<file path="config.mk">
export PLATFORM = sky130hd
export DESIGN_NAME = tdm_tx_selector
export DESIGN_NICKNAME = d
export VERILOG_FILES = /design/src/rtl/tdm_tx_pkg.sv /design/src/rtl/tdm_slot_timer.sv /design/src/rtl/tdm_chan_select.sv /design/src/rtl/tdm_tx_hold.sv /design/src/rtl/tdm_tx_shift.sv /design/src/rtl/tdm_tx_selector.sv
export SDC_FILE = /design/constraint.sdc
export NUM_CORES = 1
export LEC_CHECK = 0
export ABC_CLOCK_PERIOD_IN_PS = 4100
export BUFFER_PORTS_ARGS = -buffer_cell sky130_fd_sc_hd__buf_2
export CAP_MARGIN = 20
export CORE_AREA = 2 2 104 106
export CTS_BUF_LIST = sky130_fd_sc_hd__clkbuf_8
export DETAILED_ROUTE_END_ITERATION = 6
export DIE_AREA = 0 0 106 108
export GPL_ROUTABILITY_DRIVEN = 0
export GPL_TIMING_DRIVEN = 0
export HOLD_SLACK_MARGIN = 0.12
export PLACE_DENSITY = 0.72
export SLEW_MARGIN = 20
export SYNTH_ARGS = -nofsm -noshare
export SYNTH_HDL_FRONTEND = slang
export SYNTH_SLANG_ARGS = --single-unit
</file>
<file path="constraint.sdc">
create_clock -name clk -period 4.1 [get_ports clk]
set_input_delay 0.205 -clock clk [delete_from_list [all_inputs] [get_ports clk]]
set_output_delay 0.205 -clock clk [all_outputs]
set_load 0.05 [all_outputs]
</file>
<file path="src/rtl/tdm_tx_pkg.sv">
package tdm_tx_pkg;
  typedef enum logic [1:0] {
    SEL_ALL      = 2'd0,
    SEL_TX       = 2'd1,
    SEL_TX_MASK  = 2'd2,
    SEL_RX_TAKE  = 2'd3
  } sel_mode_e;
endpackage

</file>
<file path="src/rtl/tdm_slot_timer.sv">
module tdm_slot_timer #(
  parameter int CHANNELS  = 32,
  parameter int WORD_BITS = 8,
  localparam int SW = $clog2(CHANNELS),
  localparam int BW = $clog2(WORD_BITS)
) (
  input  logic          clk,
  input  logic          rst_n,
  input  logic          bit_en,
  input  logic          fsync,
  output logic          frame_start,
  output logic          slot_start,
  output logic          frame_end,
  output logic          bit_step,
  output logic [SW-1:0] next_slot
);
  logic          active_q;
  logic [SW-1:0] slot_q;
  logic [BW-1:0] bit_q;
  logic          last_bit;
  logic          last_slot;

  assign last_bit    = (bit_q == BW'(WORD_BITS - 1));
  assign last_slot   = (slot_q == SW'(CHANNELS - 1));
  assign frame_start = bit_en & fsync;
  assign slot_start  = frame_start | (bit_en & active_q & last_bit & ~last_slot);
  assign frame_end   = bit_en & ~fsync & active_q & last_bit & last_slot;
  assign bit_step    = bit_en & ~fsync & active_q & ~last_bit;
  assign next_slot   = frame_start ? '0 : slot_q + SW'(1);

  always_ff @(posedge clk or negedge rst_n) begin
    if (!rst_n) begin
      active_q <= 1'b0;
      slot_q   <= '0;
      bit_q    <= '0;
    end else if (slot_start) begin
      active_q <= 1'b1;
      slot_q   <= next_slot;
      bit_q    <= '0;
    end else if (frame_end) begin
      active_q <= 1'b0;
    end else if (bit_step) begin
      bit_q <= bit_q + BW'(1);
    end
  end
endmodule

</file>
<file path="src/rtl/tdm_chan_select.sv">
module tdm_chan_select
  import tdm_tx_pkg::*;
#(
  parameter int CHANNELS = 32,
  localparam int SW = $clog2(CHANNELS)
) (
  input  logic                clk,
  input  logic                rst_n,
  input  logic                frame_start,
  input  logic [1:0]          mode_in,
  input  logic [CHANNELS-1:0] tx_in,
  input  logic [CHANNELS-1:0] rx_in,
  input  logic [SW-1:0]       slot,
  output logic                take,
  output logic                drive
);
  sel_mode_e           mode_q;
  logic [CHANNELS-1:0] tx_q;
  logic [CHANNELS-1:0] rx_q;
  sel_mode_e           mode_eff;
  logic [CHANNELS-1:0] tx_eff;
  logic [CHANNELS-1:0] rx_eff;
  logic [CHANNELS-1:0] take_vec;
  logic [CHANNELS-1:0] unmask_vec;

  // The frame that starts now already uses the incoming configuration.
  assign mode_eff = frame_start ? sel_mode_e'(mode_in) : mode_q;
  assign tx_eff   = frame_start ? tx_in : tx_q;
  assign rx_eff   = frame_start ? rx_in : rx_q;

  always_ff @(posedge clk or negedge rst_n) begin
    if (!rst_n) begin
      mode_q <= SEL_ALL;
      tx_q   <= '0;
      rx_q   <= '0;
    end else if (frame_start) begin
      mode_q <= sel_mode_e'(mode_in);
      tx_q   <= tx_in;
      rx_q   <= rx_in;
    end
  end

  for (genvar c = 0; c < CHANNELS; c++) begin : g_chan
    always_comb begin
      unique case (mode_eff)
        SEL_ALL:     begin take_vec[c] = 1'b1;      unmask_vec[c] = 1'b1;      end
        SEL_TX:      begin take_vec[c] = tx_eff[c]; unmask_vec[c] = tx_eff[c]; end
        SEL_TX_MASK: begin take_vec[c] = 1'b1;      unmask_vec[c] = tx_eff[c]; end
        SEL_RX_TAKE: begin take_vec[c] = rx_eff[c]; unmask_vec[c] = tx_eff[c]; end
        default:     begin take_vec[c] = 1'b0;      unmask_vec[c] = 1'b0;      end
      endcase
    end
  end

  assign take  = take_vec[slot];
  assign drive = take_vec[slot] & unmask_vec[slot];
endmodule

</file>
<file path="src/rtl/tdm_tx_hold.sv">
module tdm_tx_hold #(
  parameter int WORD_BITS = 8
) (
  input  logic                 clk,
  input  logic                 rst_n,
  input  logic                 wr_valid,
  input  logic [WORD_BITS-1:0] wr_data,
  input  logic                 copy,
  output logic                 wr_ready,
  output logic [WORD_BITS-1:0] hold_word,
  output logic                 underflow
);
  logic                 pending_q;
  logic                 under_q;
  logic [WORD_BITS-1:0] hold_q;
  logic                 accept;

  assign accept    = wr_valid & ~pending_q;
  assign wr_ready  = ~pending_q;
  assign hold_word = hold_q;
  assign underflow = under_q;

  always_ff @(posedge clk or negedge rst_n) begin
    if (!rst_n) begin
      pending_q <= 1'b0;
      under_q   <= 1'b0;
      hold_q    <= '0;
    end else begin
      if (copy && !pending_q) under_q <= 1'b1;
      if (accept) begin
        pending_q <= 1'b1;
        hold_q    <= wr_data;
      end else if (copy) begin
        pending_q <= 1'b0;
      end
    end
  end
endmodule

</file>
<file path="src/rtl/tdm_tx_shift.sv">
module tdm_tx_shift #(
  parameter int WORD_BITS = 8
) (
  input  logic                 clk,
  input  logic                 rst_n,
  input  logic                 slot_start,
  input  logic                 take,
  input  logic                 drive,
  input  logic                 frame_end,
  input  logic                 bit_step,
  input  logic [WORD_BITS-1:0] load_word,
  output logic                 dx,
  output logic                 dx_oe
);
  logic [WORD_BITS-1:0] sh_q;
  logic                 oe_q;

  always_ff @(posedge clk or negedge rst_n) begin
    if (!rst_n) begin
      sh_q <= '0;
      oe_q <= 1'b0;
    end else if (slot_start) begin
      oe_q <= drive;
      if (take) sh_q <= load_word;
    end else if (frame_end) begin
      oe_q <= 1'b0;
    end else if (bit_step) begin
      sh_q <= {sh_q[WORD_BITS-2:0], 1'b0};
    end
  end

  assign dx    = oe_q & sh_q[WORD_BITS-1];
  assign dx_oe = oe_q;
endmodule

</file>
<file path="src/rtl/tdm_tx_selector.sv">
module tdm_tx_selector #(
  parameter int CHANNELS  = 32,
  parameter int WORD_BITS = 8,
  localparam int SW = $clog2(CHANNELS)
) (
  input  logic                 clk,
  input  logic                 rst_n,
  input  logic                 bit_en,
  input  logic                 fsync,
  input  logic [1:0]           tx_mode,
  input  logic [CHANNELS-1:0]  tx_chan_en,
  input  logic [CHANNELS-1:0]  rx_chan_en,
  input  logic                 wr_valid,
  input  logic [WORD_BITS-1:0] wr_data,
  output logic                 wr_ready,
  output logic                 dx,
  output logic                 dx_oe,
  output logic                 underflow
);
  logic                 frame_start;
  logic                 slot_start;
  logic                 frame_end;
  logic                 bit_step;
  logic [SW-1:0]        next_slot;
  logic                 take;
  logic                 drive;
  logic [WORD_BITS-1:0] hold_word;

  tdm_slot_timer #(.CHANNELS(CHANNELS), .WORD_BITS(WORD_BITS)) u_timer (
    .clk(clk), .rst_n(rst_n), .bit_en(bit_en), .fsync(fsync),
    .frame_start(frame_start), .slot_start(slot_start), .frame_end(frame_end),
    .bit_step(bit_step), .next_slot(next_slot)
  );

  tdm_chan_select #(.CHANNELS(CHANNELS)) u_select (
    .clk(clk), .rst_n(rst_n), .frame_start(frame_start), .mode_in(tx_mode),
    .tx_in(tx_chan_en), .rx_in(rx_chan_en), .slot(next_slot),
    .take(take), .drive(drive)
  );

  tdm_tx_hold #(.WORD_BITS(WORD_BITS)) u_hold (
    .clk(clk), .rst_n(rst_n), .wr_valid(wr_valid), .wr_data(wr_data),
    .copy(slot_start & take), .wr_ready(wr_ready), .hold_word(hold_word),
    .underflow(underflow)
  );

  tdm_tx_shift #(.WORD_BITS(WORD_BITS)) u_shift (
    .clk(clk), .rst_n(rst_n), .slot_start(slot_start), .take(take),
    .drive(drive), .frame_end(frame_end), .bit_step(bit_step),
    .load_word(hold_word), .dx(dx), .dx_oe(dx_oe)
  );
endmodule

</file>
* Word-level counts from Yosys, hierarchy flattened
Index checks and enable logic that the tools add are counted.
** Word-level totals
- Input port bits :: 79
- Word-level logic and storage cells :: 133
- Output and inout bits :: 4
- Register bits after elaboration :: 94
** Operators by class
- Add/subtract/negate cells :: 2
- Multiplexer cells :: 84
- Order comparisons :: 1
- Equality and inequality tests :: 7
- Bitwise gates (word level) :: 18
- Reduce and logical (&&, ||, !) cells :: 10
** Operators with widths (count)
- $pmux W1 S3 :: 32
- $mux W32 :: 2
- $pmux W1 S2 :: 32
- $mux W8 :: 4
- $and A1 B1 Y1 :: 13
- $bmux W1 S5 :: 2
- $mux W3 :: 3
- $mux W1 :: 7
- $lt A5 B6 Y1 const B :: 1
- $reduce_bool A2 Y1 :: 3
- $add A5 B1 Y5 const B :: 1
- $eq A5 B5 Y1 const B :: 1
- $mux W5 :: 1
- $eq A2 B2 Y1 const B :: 2
- $not A1 Y1 :: 4
- $add A3 B1 Y3 const B :: 1
- $eq A3 B3 Y1 const B :: 1
- $reduce_and A3 Y1 :: 1
- $reduce_or A3 Y1 :: 1
- $eq A2 B1 Y1 const B :: 1
- $logic_not A2 Y1 :: 1
- $mux W2 :: 1
- $ne A2 B1 Y1 const B :: 1
- $ne A2 B2 Y1 const B :: 1
- 5 further kinds :: 5

* Longest topological paths before layout
- Depth after elaboration :: 10
- Mapped depth :: 14
- Mapped depth without buffers :: 10

* Modules after synthesis
From an unflattened synthesis, not the netlist that was laid out.
** Unflattened totals
- Cells, all modules :: 405
- Area, all modules :: 5168.7 um^2
** By module, submodules not included
- tdm_chan_select :: times used 1, seq. area each 1651.6 um^2, cells each 279, area each 3698.5 um^2
- tdm_tx_shift :: times used 1, seq. area each 225.2 um^2, cells each 50, area each 543.0 um^2
- tdm_slot_timer :: times used 1, seq. area each 225.2 um^2, cells each 52, area each 514.2 um^2
- tdm_tx_hold :: times used 1, seq. area each 250.2 um^2, cells each 23, area each 406.6 um^2
- tdm_tx_selector :: times used 1, seq. area each 0.0 um^2, cells each 1, area each 6.3 um^2

* Worst setup path after synthesis
OpenSTA, ideal clock, no wires.
- Path type :: flip-flop to flip-flop
- Start point :: register u_timer.slot_q[1]
- End point :: register u_shift.sh_q[1]
- Data required time :: 3.975 ns
- Library setup time :: 0.125 ns
- Data arrival time :: 2.531 ns
- Path buffers :: 1
- Setup slack :: 1.444 ns
- Cell stages (with the launch flop) :: 11
- Period minus slack after synthesis :: 2.656 ns
- Path through :: dfrtp_1 -> ha_1 -> inv_1 -> or3_1 -> buf_1 -> a221oi_1 -> nor4b_1 -> or4_1 -> o211ai_2 -> a21oi_4 -> mux2_4
** Between the ends
- Longest elaborated chain between the ends :: 6
- Elaborated cells between the ends (all ways) :: 14
** RTL lines
- start, declared :: RTL line tdm_slot_timer.sv:18 : logic [SW-1:0] slot_q;
- start signal, assigned :: RTL line tdm_slot_timer.sv:38 : slot_q <= next_slot;
- $add A5 B1 Y5 or $eq A5 B5 Y1 (tied branches) :: RTL line tdm_slot_timer.sv:29, tdm_slot_timer.sv:24
- $mux W5 or $not A1 Y1 (tied branches) :: RTL line tdm_slot_timer.sv:29, tdm_slot_timer.sv:26
- $bmux W1 S5 or $and A1 B1 Y1 (tied branches) :: RTL line tdm_chan_select.sv:55, tdm_slot_timer.sv:26
- $mux W1 (not written as such) or $or A1 B1 Y1 (tied branches) :: RTL line tdm_chan_select.sv:55, tdm_slot_timer.sv:26
- $ne A2 B1 Y1 (no source line) (tied with other cells)
- $reduce_and A3 Y1 (no source line)
- end signal, assigned :: RTL line tdm_tx_shift.sv:24 : if (take) sh_q <= load_word;
- end signal, assigned :: RTL line tdm_tx_shift.sv:28 : sh_q <= {sh_q[WORD_BITS-2:0], 1'b0};
- end, declared :: RTL line tdm_tx_shift.sv:15 : logic [WORD_BITS-1:0] sh_q;
Parallel ways exist; a longest one is shown, timed or not. The select of a mux whose other input is x is not followed.
A chain may end at the register's enable or synchronous reset.

* Worst setup path after layout
- Start point :: register u_timer.slot_q[0]
- End point :: register u_shift.sh_q[3]
Same word-level chain as after synthesis.

==> summary.md <==
| Metric | Value |
|---|---|
| Crit-path cells | `ha_1 -> inv_1 -> a21oi_1 -> a31oi_1 -> a22o_1 -> nor4b_1 -> or4_1 -> o211ai_2 -> a21oi_4 -> mux2_4` |
| Mapped Nets | `564` |
| CTS clk-pin slew, worst paths | `0.10 ns` |
| Slew @ Worst Pin | `0.725 ns` |
| Pleak | `3.16 nW` |
| Total core area | `0.0102 mm2` |
| Adder-cell share of the synthesized area | `0.0102` |
| Fmax | `304 MHz` |
| Mux share of post-synthesis cell area | `0.168` |
| Final setup fails | `0` |
| Commonest non-fill, non-tap cell in the layout | `dfrtp_1` |
| GRT overflow | `0` |
| DRT antenna net count | `0` |
| Worst EP required | `4.36 ns` |
| Flop pwr share | `0.463` |
| Post-synth ARST share | `1.00` |
| Vias | `4,377` |
| IO Pins | `83` |
| Switching Share | `0.293` |
| Antenna violations before repair | `0` |
| Worst-skew pair later-pin latency | `0.38 ns` |
| Initial DRC count | `418` |
| Fin nets | `728` |
| Critical path class | `register to register` |
| Vias/cell | `5.57` |
| Post-Layout Cell Count | `786` |
| CTS tree | `done` |
| Tmin final | `3.29 ns` |
| Switching power | `0.000755 W` |
| Global-route wire length before repair | `22.2 mm` |
| Top-area cell type share of the netlist area | `0.481` |
| Register bit count reported by yosys | `94` |
| Most frequent cells in the layout | `94 x dfrtp_1, 92 x buf_2, 91 x nand2_1` |
| Aggregate routed wire length | `13.6 mm` |
| Gr usage total | `0.250` |
| Hold Fails Final Rpt | `0` |
| Compound-gate portion of the synthesized area | `0.130` |
| Crit-path max cell delay | `0.62 ns` |
| DR WL/cell | `17.3 um` |
| Syn-to-layout area delta | `31.9%` |
| DR pass1 iterations | `5` |
| Crit-path slowest cell | `a21oi_1` |
| Clock Skew | `0.0138 ns` |
| Final worst path period share | `0.803` |
| Layout cell share with drive strength beyond 1 | `0.237` |
| Area contributors post-synth | `dfrtp_1 48%, mux2i_1 8.2%, nand2_1 7.0%, mux2_2 4.6%, inv_1 3.2%` |
| VDD IR-drop max | `248 uV` |
| Clk sinks | `94` |
| Yosys warns | `0` |
| Clock share of power | `0.285` |
| Clk buf depth | `2` |
| TNS Setup | `0 ns` |
| Yosys cell types | `59` |
| XOR/XNOR Fraction of Synth Area | `0.00717` |
| Post-synth EDFFs | `0` |
| Status | `finished, final reports clean` |
| Root Buffer | `clkbuf_8` |
| CP Max Fanout | `7` |
| Cell Int Power | `0.00182 W` |
| DRC | `0` |
| Mapped Area | `0.00489 mm2` |
| Die Width | `106 um` |
| Mean post-synth cell area | `10.2 um2` |
| Site row count | `37` |
| Die area | `0.0114 mm2` |
| Hold WC Path Type | `input pin to register` |
| Slew headroom | `0.504` |
| Unrepaired setup endpoints after global routing | `no` |
| Largest family of logic cells by synthesized area | `multiplexers` |
| Max-slew violation count | `0` |
| Hpwl dp | `9.23 mm` |
| Antenna diode count | `0` |
| Dominant synthesized flop cell | `dfrtp_1` |
| Pin count of the biggest net entering global routing | `58` |
| Postcts setup bufs | `0` |
| Placed cell count | `699` |
| Max-Cap Viols | `0` |
| Port-buffer cells | `81` |
| Startpoint Class | `register` |
| H-tree depth | `3` |
| Simple-gate portion of the synthesized area | `0.135` |
| Hold buffers post-CTS | `71` |
| Synth Instances | `481` |
| Vias in the first global route | `4,460` |
| Combinational fraction of design power | `0.253` |
| Sequential area share after synthesis | `0.481` |
| Pwr dens | `399 mW/mm2` |
| CP arrival | `3.55 ns` |
| Initial Utilization | `0.478` |
| DIE HEIGHT | `108 um` |
| Cts bufs inserted | `9` |
| Post-CTS Resized | `0` |
| Crit end category | `register` |
| Post-synth top area cell | `dfrtp_1` |
==> per-stage QoR <==
step / power, W / worst slack (ns) / instance area [um2] / hold WS (ns) / util
6_report: 0.00257 / 0.808 / 6440 / 0.129 / 0.630
5_1_grt: 0.00270 / 0.718 / 6440 / 0.124 / 0.630
4_1_cts: 0.00257 / 0.814 / 6440 / 0.122 / 0.630
3_3_place_gp: 0.00176 / 0.896 / 5460 / 0.419 / 0.534
2_1_floorplan: 0.00160 / 1.44 / 4890 / -0.0906 / -
3_5_place_dp: 0.00180 / 0.852 / 5500 / 0.135 / 0.537
==> worst max-delay path: cells and delay by family (launching register included) <==
| kind | cells | cell delay [ns] |
|---|---|---|
| buf+inv | 1 | 0.09 |
| mux | 1 | 0.34 |
| compound gates | 5 | 1.47 |
| flops | 1 | 0.41 |
| fa+ha+maj | 1 | 0.38 |
| simple gates | 2 | 0.47 |
==> per-layer routing <==
layer,routed length (um),GRT usage,vias to the layer above
met3,1110,0.0482,46
met1,5810,0.339,2119
li1,-,-,1994
met5,0,0,-
met2,6310,0.400,218
met4,371,0.101,0
==> cell usage after synthesis (7+ instances only) <==
library cell  number
mux2_2            20
a21oi_1           12
o22ai_1            8
nand2b_1          13
clkbuf_1           9
nand2_1           91
buf_2             12
o21ai_0           13
dfrtp_1           94
mux2_4             7
inv_1             42
mux2i_1           40
nor2_1            17
a221oi_1          14
==> sequential cells by signal, indices dropped and copies added (netlist names) <==
| signal | count |
|---|---|
| u_shift.sh_q | 8 |
| u_select.rx_q | 32 |
| u_hold.pending_q | 1 |
| u_select.tx_q | 32 |
| u_hold.hold_word | 8 |
| u_timer.slot_q | 5 |
| u_timer.bit_q | 3 |
| u_timer.active_q | 1 |
| u_hold.underflow | 1 |
| u_select.mode_q | 2 |
| u_shift.dx_oe | 1 |
==> area by class of cell <==
cell class	instances	area [um2]
Fill cell	807	3790
Tap cell	136	170
Timing Repair Buffer	153	1150
Sequential cell	94	2350
Inverter	42	158
Clock buffer	9	124
Clock inverter	7	114
Buffer	31	176
Multi-Input combinational cell	314	2200
==> worst paths after layout <==
kind	startpoint	to	slack, ns	cells after the start
max in group asynchronous	rst_n	u_hold.hold_word[1]	3.21	3
max reg2reg	u_timer.slot_q[0]	u_shift.sh_q[3]	0.81	10
min reg2reg	u_select.rx_q[10]	u_select.rx_q[10]	0.47	2
max	u_timer.slot_q[0]	u_shift.sh_q[3]	0.81	10
min in group asynchronous	rst_n	u_select.tx_q[30]	0.29	2
min	rx_chan_en[19]	u_select.rx_q[19]	0.13	3
==> power by group through the flow <==
stage	sequential [W]	clock (W)	combinational, W
finish	0.00119	0.000734	0.000650
global route	0.00121	0.000783	0.000709
CTS	0.00119	0.000742	0.000644
detailed placement	0.00121	0	0.000590
global placement	0.00120	0	0.000566
floorplan	0.00119	0	0.000411
==> kinds of logic after synthesis <==
kind of cell / after synthesis
AO/OA/AOI/OAI: 86
XOR/XNOR: 4
adder cells (fa/ha/maj): 4
buffers and inverters: 73
flip-flops: 94
multiplexers: 72
AND/OR/NAND/NOR: 148
No activity file was read; power rests on OpenSTA's default activity.
